**src/rtl/dfifo_pkg.sv**
```systemverilog
package dfifo_pkg;

  localparam int unsigned BYTE_W = 8;

  // one stored lane entry: parity bit above the data byte
  typedef struct packed {
    logic              par;
    logic [BYTE_W-1:0] data;
  } entry_t;

  // odd parity: the byte plus this bit carry an odd number of ones
  function automatic logic odd_par(input logic [BYTE_W-1:0] b);
    return ~^b;
  endfunction

endpackage

```
**src/rtl/dfifo_lane.sv**
```systemverilog
module dfifo_lane
  import dfifo_pkg::*;
#(
  parameter int unsigned DEPTH = 16
) (
  input  logic   clk,
  input  logic   rst_n,
  input  logic   clr,
  input  logic   push,
  input  logic   pop,
  input  entry_t din,
  output entry_t head,
  output logic   empty,
  output logic   full
);

  localparam int unsigned AW = (DEPTH > 1) ? $clog2(DEPTH) : 1;
  localparam int unsigned CW = $clog2(DEPTH + 1);

  entry_t        mem [DEPTH];
  logic [AW-1:0] wptr, rptr;
  logic [CW-1:0] count;
  logic          push_ok, pop_ok;

  assign empty   = (count == '0);
  assign full    = (count == CW'(DEPTH));
  assign push_ok = push && !full;
  assign pop_ok  = pop && !empty;
  assign head    = mem[rptr];

  function automatic logic [AW-1:0] bump(input logic [AW-1:0] p);
    return (p == AW'(DEPTH - 1)) ? '0 : p + 1'b1;
  endfunction

  always_ff @(posedge clk) begin
    if (push_ok && !clr) mem[wptr] <= din;
  end

  always_ff @(posedge clk or negedge rst_n) begin
    if (!rst_n) begin
      wptr  <= '0;
      rptr  <= '0;
      count <= '0;
    end else if (clr) begin
      wptr  <= '0;
      rptr  <= '0;
      count <= '0;
    end else begin
      if (push_ok) wptr <= bump(wptr);
      if (pop_ok)  rptr <= bump(rptr);
      case ({push_ok, pop_ok})
        2'b10:   count <= count + 1'b1;
        2'b01:   count <= count - 1'b1;
        default: count <= count;
      endcase
    end
  end


  count_bound_chk: assert property (@(posedge clk) disable iff (!rst_n)
    count <= CW'(DEPTH));


  push_full_hold_chk: assert property (@(posedge clk) disable iff (!rst_n)
    (full && push && !pop && !clr) |=> (full && count == $past(count)));


  pop_empty_hold_chk: assert property (@(posedge clk) disable iff (!rst_n)
    (empty && pop && !push && !clr) |=> empty);

endmodule

```
**src/rtl/dfifo_steer.sv**
```systemverilog
module dfifo_steer
  import dfifo_pkg::*;
#(
  parameter int unsigned LANES = 4,
  parameter int unsigned SELW  = 2
) (
  input  logic                      clk,
  input  logic                      rst_n,
  input  logic                      soft_rst,
  input  logic                      in_valid,
  input  logic [LANES*BYTE_W-1:0]   in_data,
  output logic                      in_ready,
  input  logic                      out_ready,
  output logic                      out_valid,
  output logic [LANES*BYTE_W-1:0]   out_data,
  output logic [LANES-1:0]          out_par,
  input  logic [SELW-1:0]           tst_lane,
  input  logic                      tst_push,
  input  logic                      tst_pop,
  input  logic [BYTE_W-1:0]         tst_byte,
  input  logic                      tst_par,
  output logic [BYTE_W-1:0]         tst_rd_byte,
  output logic                      tst_rd_par,
  output logic                      overflow,
  input  logic [LANES-1:0]          lane_empty,
  input  logic [LANES-1:0]          lane_full,
  input  entry_t [LANES-1:0]        lane_head,
  output logic [LANES-1:0]          lane_push,
  output logic [LANES-1:0]          lane_pop,
  output entry_t [LANES-1:0]        lane_din
);

  logic tst_busy, wr_word, rd_word;

  assign tst_busy  = tst_push || tst_pop || soft_rst;
  assign in_ready  = !(|lane_full) && !tst_busy;
  assign out_valid = !(|lane_empty) && !tst_busy;
  assign wr_word   = in_valid && in_ready;
  assign rd_word   = out_valid && out_ready;

  for (genvar g = 0; g < LANES; g++) begin : g_lane
    logic [BYTE_W-1:0] wbyte;
    logic              sel;
    assign sel          = (tst_lane == SELW'(g));
    assign wbyte        = in_data[g*BYTE_W +: BYTE_W];
    assign lane_push[g] = !soft_rst && (wr_word || (tst_push && sel));
    assign lane_pop[g]  = !soft_rst && (rd_word || (tst_pop && sel));
    assign lane_din[g]  = wr_word ? '{par: odd_par(wbyte), data: wbyte}
                                  : '{par: tst_par, data: tst_byte};
    assign out_data[g*BYTE_W +: BYTE_W] = lane_head[g].data;
    assign out_par[g]   = lane_head[g].par;
  end

  always_ff @(posedge clk or negedge rst_n) begin
    if (!rst_n) begin
      overflow    <= 1'b0;
      tst_rd_byte <= '0;
      tst_rd_par  <= 1'b0;
    end else if (soft_rst) begin
      overflow    <= 1'b0;
      tst_rd_byte <= '0;
      tst_rd_par  <= 1'b0;
    end else begin
      if (tst_push && lane_full[tst_lane]) overflow <= 1'b1;
      if (tst_pop) begin
        if (lane_empty[tst_lane]) begin
          tst_rd_byte <= '0;
          tst_rd_par  <= 1'b0;
        end else begin
          tst_rd_byte <= lane_head[tst_lane].data;
          tst_rd_par  <= lane_head[tst_lane].par;
        end
      end
    end
  end


  overflow_sticky_chk: assert property (@(posedge clk) disable iff (!rst_n)
    (overflow && !soft_rst) |=> overflow);

endmodule

```
**src/rtl/lane_dma_fifo.sv**
```systemverilog
module lane_dma_fifo
  import dfifo_pkg::*;
#(
  parameter int unsigned LANES = 4,
  parameter int unsigned DEPTH = 16,
  localparam int unsigned SELW  = $clog2(LANES),
  localparam int unsigned WORDW = LANES * BYTE_W
) (
  input  logic              clk,
  input  logic              rst_n,
  input  logic              soft_rst,
  input  logic              in_valid,
  output logic              in_ready,
  input  logic [WORDW-1:0]  in_data,
  output logic              out_valid,
  input  logic              out_ready,
  output logic [WORDW-1:0]  out_data,
  output logic [LANES-1:0]  out_par,
  input  logic [SELW-1:0]   tst_lane,
  input  logic              tst_push,
  input  logic              tst_pop,
  input  logic [BYTE_W-1:0] tst_byte,
  input  logic              tst_par,
  output logic [BYTE_W-1:0] tst_rd_byte,
  output logic              tst_rd_par,
  output logic [LANES-1:0]  empty_mask,
  output logic [LANES-1:0]  full_mask,
  output logic              fifo_empty,
  output logic              overflow
);

  logic   [LANES-1:0] lane_push, lane_pop;
  entry_t [LANES-1:0] lane_din, lane_head;

  for (genvar g = 0; g < LANES; g++) begin : g_store
    dfifo_lane #(.DEPTH(DEPTH)) u_lane (
      .clk   (clk),
      .rst_n (rst_n),
      .clr   (soft_rst),
      .push  (lane_push[g]),
      .pop   (lane_pop[g]),
      .din   (lane_din[g]),
      .head  (lane_head[g]),
      .empty (empty_mask[g]),
      .full  (full_mask[g])
    );
  end

  dfifo_steer #(.LANES(LANES), .SELW(SELW)) u_steer (
    .clk         (clk),
    .rst_n       (rst_n),
    .soft_rst    (soft_rst),
    .in_valid    (in_valid),
    .in_data     (in_data),
    .in_ready    (in_ready),
    .out_ready   (out_ready),
    .out_valid   (out_valid),
    .out_data    (out_data),
    .out_par     (out_par),
    .tst_lane    (tst_lane),
    .tst_push    (tst_push),
    .tst_pop     (tst_pop),
    .tst_byte    (tst_byte),
    .tst_par     (tst_par),
    .tst_rd_byte (tst_rd_byte),
    .tst_rd_par  (tst_rd_par),
    .overflow    (overflow),
    .lane_empty  (empty_mask),
    .lane_full   (full_mask),
    .lane_head   (lane_head),
    .lane_push   (lane_push),
    .lane_pop    (lane_pop),
    .lane_din    (lane_din)
  );

  // status is derived from lane fill state
  assign fifo_empty = &empty_mask;


  soft_clear_chk: assert property (@(posedge clk) disable iff (!rst_n)
    soft_rst |=> (empty_mask == '1 && !overflow));


  word_push_fill_chk: assert property (@(posedge clk) disable iff (!rst_n)
    (in_valid && in_ready) |=> (empty_mask == '0));


  out_valid_data_chk: assert property (@(posedge clk) disable iff (!rst_n)
    out_valid |-> !fifo_empty);

endmodule

```
**config.mk**
```make
export PLATFORM = sky130hd
export DESIGN_NAME = lane_dma_fifo
export DESIGN_NICKNAME = d
export VERILOG_FILES = /design/src/rtl/dfifo_pkg.sv /design/src/rtl/dfifo_lane.sv /design/src/rtl/dfifo_steer.sv /design/src/rtl/lane_dma_fifo.sv
export SDC_FILE = /design/constraint.sdc
export NUM_CORES = 1
export LEC_CHECK = 0
export ABC_AREA = 1
export BUFFER_PORTS_ARGS = -buffer_cell sky130_fd_sc_hd__buf_2
export CORE_MARGIN = 10
export CORE_UTILIZATION = 50
export DETAILED_ROUTE_END_ITERATION = 10
export PLACE_DENSITY = 0.73
export SETUP_SLACK_MARGIN = 0.02
export SLEW_MARGIN = 20
export SYNTH_ARGS = -nofsm -noshare
export SYNTH_HDL_FRONTEND = slang
export SYNTH_SLANG_ARGS = --single-unit
```
**constraint.sdc**
```tcl
create_clock -name clk -period 2.3 [get_ports clk]
set_input_delay 0.69 -clock clk [delete_from_list [all_inputs] [get_ports clk]]
set_output_delay 0.69 -clock clk [all_outputs]
set_load 0.05 [all_outputs]
```
# After elaboration in Yosys (flattened, before gate mapping)
# Memory sizes are Yosys's and may differ from the RTL's.
# Index checks and enable logic that the tools add are counted.
# word_totals
regBits,62
ramBits,576
input_bits,50
output_inout_bits,57
memories,4
# op_classes
add_sub_neg,16
n_lt_le_gt_ge,1
eq_ne,23
n_mux,58
n_reduce_logical,81
# mem_list
memory,words,word_bits,read_ports,rd_clocked_by_memory_dff,write_ports,line_no,rtl
g_store[0].u_lane.mem,16,9,1,0,1,dfifo_lane.sv:20,entry_t mem [DEPTH];
g_store[1].u_lane.mem,16,9,1,0,1,dfifo_lane.sv:20,
g_store[2].u_lane.mem,16,9,1,0,1,dfifo_lane.sv:20,
g_store[3].u_lane.mem,16,9,1,0,1,dfifo_lane.sv:20,
# ops
op,n
two-way mux 4 bit,24
two-way mux 9 bit,5
case mux 5 bit (2 select lines),4
logical AND 1 bit,33
"adder 4 x 1 -> 4 bit, second input constant",8
"equality test 4 bit, second input constant",8
XNOR reduction 8 bit,4
two-way mux 8 bit,3
"adder 5 x 1 -> 5 bit, second input constant",4
"equality test 5 bit, second input constant",4
zero test 5 bit,4
two-way mux 5 bit,4
nonzero test 2 bit,10
"subtractor 5 x 1 -> 5 bit, second input constant",4
binary-select mux 9 bit (select 2 bit),1
two-way mux 1 bit,15
"equality test 2 bit, second input constant",6
zero test 1 bit,12
nonzero test 3 bit,4
"equality test 2 x 1 -> 1 bit, second input constant",5
logical OR 1 bit,10
OR reduction 4 bit,2
binary-select mux 1 bit (select 2 bit),2
AND reduction 4 bit,1
2 further kinds,2

# Longest topological paths before layout
# depth
ltp_word,11
ltp_mapped,19
depth_no_buf,19

# Cells and area by module
# From an unflattened synthesis, not the netlist that was laid out.
# unflattened
cells_unflattened,2570
area_unflattened_um2,28502.3
# modules_own_cells
module,n_inst,cells_each,area_per_inst_um2,seq_area_each_um2
dfifo_lane (g_store[1].u_lane ...),3,543,6581.3,4649.5
dfifo_lane (g_store[0].u_lane),1,543,6571.3,4649.5
dfifo_steer,1,395,2175.8,250.2
lane_dma_fifo,1,3,11.3,0.0

# Worst setup path before layout
# No wires, ideal clock.
# synth_timing
path_kind,flip-flop to output port
from,reg g_store[2].u_lane.count[0]
to,out fifo_empty
t_arrival_ps,2328
path_slack_ps,-718
stages_incl_launch_ff,6
cell_sequence,dfrtp_1 -> nor2_1 -> nand2_2 -> nor2_2 -> inv_1 -> nor4_1
# synth_between
elab_chain_cells,2
# synth_lines
element,line_no,rtl
from (decl),dfifo_lane.sv:22,logic [CW-1:0] count;
from (signal assigned),dfifo_lane.sv:52,2'b10: count <= count + 1'b1;
from (signal assigned),dfifo_lane.sv:53,2'b01: count <= count - 1'b1;
from (signal assigned),dfifo_lane.sv:54,default: count <= count;
zero test 5 bit,dfifo_lane.sv:25,assign empty = (count == '0);
named net g_store[2].u_lane.empty,dfifo_lane.sv:13,"output logic empty,"
AND reduction 4 bit,lane_dma_fifo.sv:77,assign fifo_empty = &empty_mask;
to (decl),lane_dma_fifo.sv:28,"output logic fifo_empty,"
# The timed path passes the listed nets, and every way through them passes these cells.

# Final worst setup path
# layout_timing
from,reg g_store[2].u_lane.rptr[0]
to,out out_data[17]
# layout_between
elab_chain_cells,1
# layout_lines
element,line_no,rtl
from (decl),dfifo_lane.sv:21,"logic [AW-1:0] wptr, rptr;"
from (signal assigned),dfifo_lane.sv:50,if (pop_ok) rptr <= bump(rptr);
memory read (16 x 9 bit),--,
to (decl),lane_dma_fifo.sv:17,"output logic [WORDW-1:0] out_data,"
# Every way passes these cells.

==> reports/results.tsv <==
metric	value	unit
Post-synth EDFFs	576	
cell mode on critical path	buf_12	
top cell type's share of synthesized area	0.629	
first-pass GRT wire length	123000	um
final WL	93300	um
clock skew	0.0174	ns
xor and xnor fraction of the mapped netlist area	0.0131	
Core Area	54100	um2
syn avg cell area	11.6	um2
largest net degree at the start of global routing	43	
CTS buffer count	61	
Clock Tree Buf Depth	3	
post-synthesis mux area share	0.00874	
GPL Wtd Cong	0.977	
layout cell share with drive strength beyond 1	0.401	
Fmax achieved	0.310	GHz
Routed WL per cell	25.5	um
Setup WS post-layout	-0.931	ns
nature of the critical path endpoint	output pin	
synthesized net count	2445	
DP Worst Slack	-0.392	ns
top cells by area, synth	edfxtp_1, nand2_1, dfrtp_1	
met3 Resource Use GR	0.0632	
Ys Warns	0	
Pins Over Slew Limit	0	
RSZ-0062 raised after global routing	yes	
Synth Instances	2367	
post-synthesis register bit count	638	
final setup fails	752	
failing checks	setup timing	
TritonCTS clock tree	done	
met1 GRT Util	0.319	
synthesis-to-layout area growth	43.5	%
Final period util	1.40	
Die Span X	255	um
initial antenna violation count	3	
Rel. slew slack	0.533	
H-Tree Depth	2	
largest family of logic cells by synthesized area	simple AND/OR/NAND/NOR gates	
run status	complete, but fails checks	
maxcap violations	0	
Post-Synth Simple-Gate Area	0.147	
Required @ worst endpoint	1.61	ns
cell type with the largest total area after synthesis	edfxtp_1	
cts hold-fix bufs	0	
Post-route DRC	0	
Pwr per Cell Area	771	nW/um2
Peak VDD IR	0.693	mV
Lkg Pwr	14.7	nW
PortBufs	106	
critical setup path kind	reg -> out	
Avg Vias per Cell	6.16	
via count	22500	
Fin. Hold Viols	0	
slowest CP cell	dfrtp_2	
clk sinks	638	
initial core utilization	0.508	
CP max stage delay	0.47	ns
I/O Pins	107	
FF-to-FF path depth	13	
post-synthesis cell type count	43	
GRT overflow	0	
main flop type after synthesis	edfxtp_1	
Worst-Margin Slew	0.699	ns
async set or reset register ratio after synthesis	0.0972	
antenna-violating nets left	0	
Die Y	255	um
count leader, synth	edfxtp_1	
Crit Path Max Fanout	6	
min Tclk post-route	3.23	ns
hpwl dp	53600	um
GRT Util Overall	0.249	
vias in the first global route	20900	
DIE AREA	64800	um2
Commonest cells post-synth	edfxtp_1, nand2_1, nor2_1	
Compound-Gate Fraction of Synth Area	0.0997	
Nets	2984	
GRT busiest layer	met2	
post-placement cell area	32100	um2
Initial DRC Count	3174	
CP Cell Sequence	clkinv_4, buf_12, clkbuf_4, buf_4, nor2_1, o32ai_2, nand2_1, nand3_4, buf_12	
Fill cells	3097	
clock root buffer	clkbuf_16	
Rows	85	
Synth Area in Adders	0.0127	
clk_lat worst skew	0.65	ns
synthesized area	27500	um2
worst min-delay path category	in -> async	
Final Instance Area	39400	um2
drt first pass iters	7	
Global Route met2 Usage	0.400	
clock slew at reported path FFs	0.06	ns
sequential share of the synthesized area	0.686	
Worst Setup Start Kind	flop	
WP data arrival	2.54	ns
==> final cells by class <==
class / instances / area (um2) / area share
diodes: 2 / 5.00 / 0.000127
repair buffers: 586 / 6520 / 0.165
clock inverters: 32 / 447 / 0.0113
repair inverters: 1 / 16.3 / 0.000412
clock buffers: 84 / 1720 / 0.0435
multi-input cells: 1509 / 10500 / 0.266
flip-flops and latches: 638 / 18900 / 0.478
well taps: 696 / 871 / 0.0221
inverters: 109 / 504 / 0.0128
==> cell families after synthesis <==
kind of cell,Yosys count
compound gates,429
xor+xnor,41
fa+ha+maj,28
buf+inv,228
flops,638
mux,24
simple gates,979
==> state kept, by name, indices dropped and copies added (netlist names) <==
| name | count |
|---|---|
| g_store.u_lane.count | 20 |
| g_store.u_lane.rptr | 16 |
| u_steer.tst_rd_par | 1 |
| u_steer.overflow | 1 |
| g_store.u_lane.wptr | 16 |
| g_store.u_lane.mem | 576 |
| u_steer.tst_rd_byte | 8 |
==> final timing paths <==
path	start	endpoint	slack (ns)
setup / recovery	g_store[2].u_lane.rptr[0]	out_data[17]	-0.93
hold / removal	rst_n	g_store[3].u_lane.count[4]	0.05
setup reg to reg	g_store[2].u_lane.rptr[0]	u_steer.tst_rd_byte[4]	-0.32
hold reg to reg	u_steer.tst_rd_byte[0]	u_steer.tst_rd_byte[0]	0.52
max in group asynchronous	rst_n	g_store[1].u_lane.count[3]	1.64
min in group clk	u_steer.tst_rd_byte[0]	u_steer.tst_rd_byte[0]	0.52
==> per-layer routing <==
metal	up-vias	share of wire
met5	-	0.00071
met3	347	0.12
met2	1628	0.48
met4	4	0.047
li1	9587	-
met1	11000	0.35
==> power by group <==
part           leakage, nW  total [mW]  internal, mW  switching [mW]
registers             6.01        13.0          12.9           0.149
clock network         1.06        10.9          6.44            4.50
logic                 7.59        6.43          2.79            3.64
==> through the flow <==
step                hold WS [ns]  TNS, ns  cells  power, mW   util
global route              0.0744  -158.62   3655       31.2  0.729
floorplan                  0.394   -62.80   2367       15.5      -
global placement           0.491  -172.66   3358       17.5  0.592
CTS                       0.0529   -29.62   3532       29.1  0.667
detailed placement         0.500  -212.22   3358       17.6  0.592
finish                    0.0488   -71.55   3657       30.4  0.729
==> cell usage in the layout, fill, tap and decap left out, types with 13 or more instances in the layout <==
master,n
a21oi_1,22
buf_12,107
buf_2,62
buf_4,267
buf_6,90
buf_8,44
clkbuf_1,15
clkbuf_16,75
dfrtp_1,50
edfxtp_1,576
ha_1,20
inv_1,68
inv_2,21
nand2_1,347
nand2_2,40
nand2_4,35
nand3_1,56
nand3_2,47
nand3_4,21
nor2_1,282
nor2_2,57
nor2_4,72
o211ai_1,30
o21ai_0,123
o21ai_1,52
o21ai_2,38
o21ai_4,13
o221ai_2,24
o32ai_1,30
o32ai_2,36
xnor2_1,16
xor2_1,22
==> worst max-delay path: cells and delay by family (launching register included) <==
| family | cells | cell delay [ns] |
|---|---|---|
| AOI/OAI and AO/OA | 1 | 0.32 |
| buffers and inverters | 5 | 0.71 |
| and+or+nand+nor | 3 | 0.39 |
| DFF | 1 | 0.47 |
==> repair_timing <==
item / CTS / global route
setup buffers: 51 / 89
endpoints found under the setup margin: 223 / 1186
resized for setup: 360 / 574
pin swaps: 88 / 229
gates cloned: 7 / 43
(Power assumes the default switching activity.)
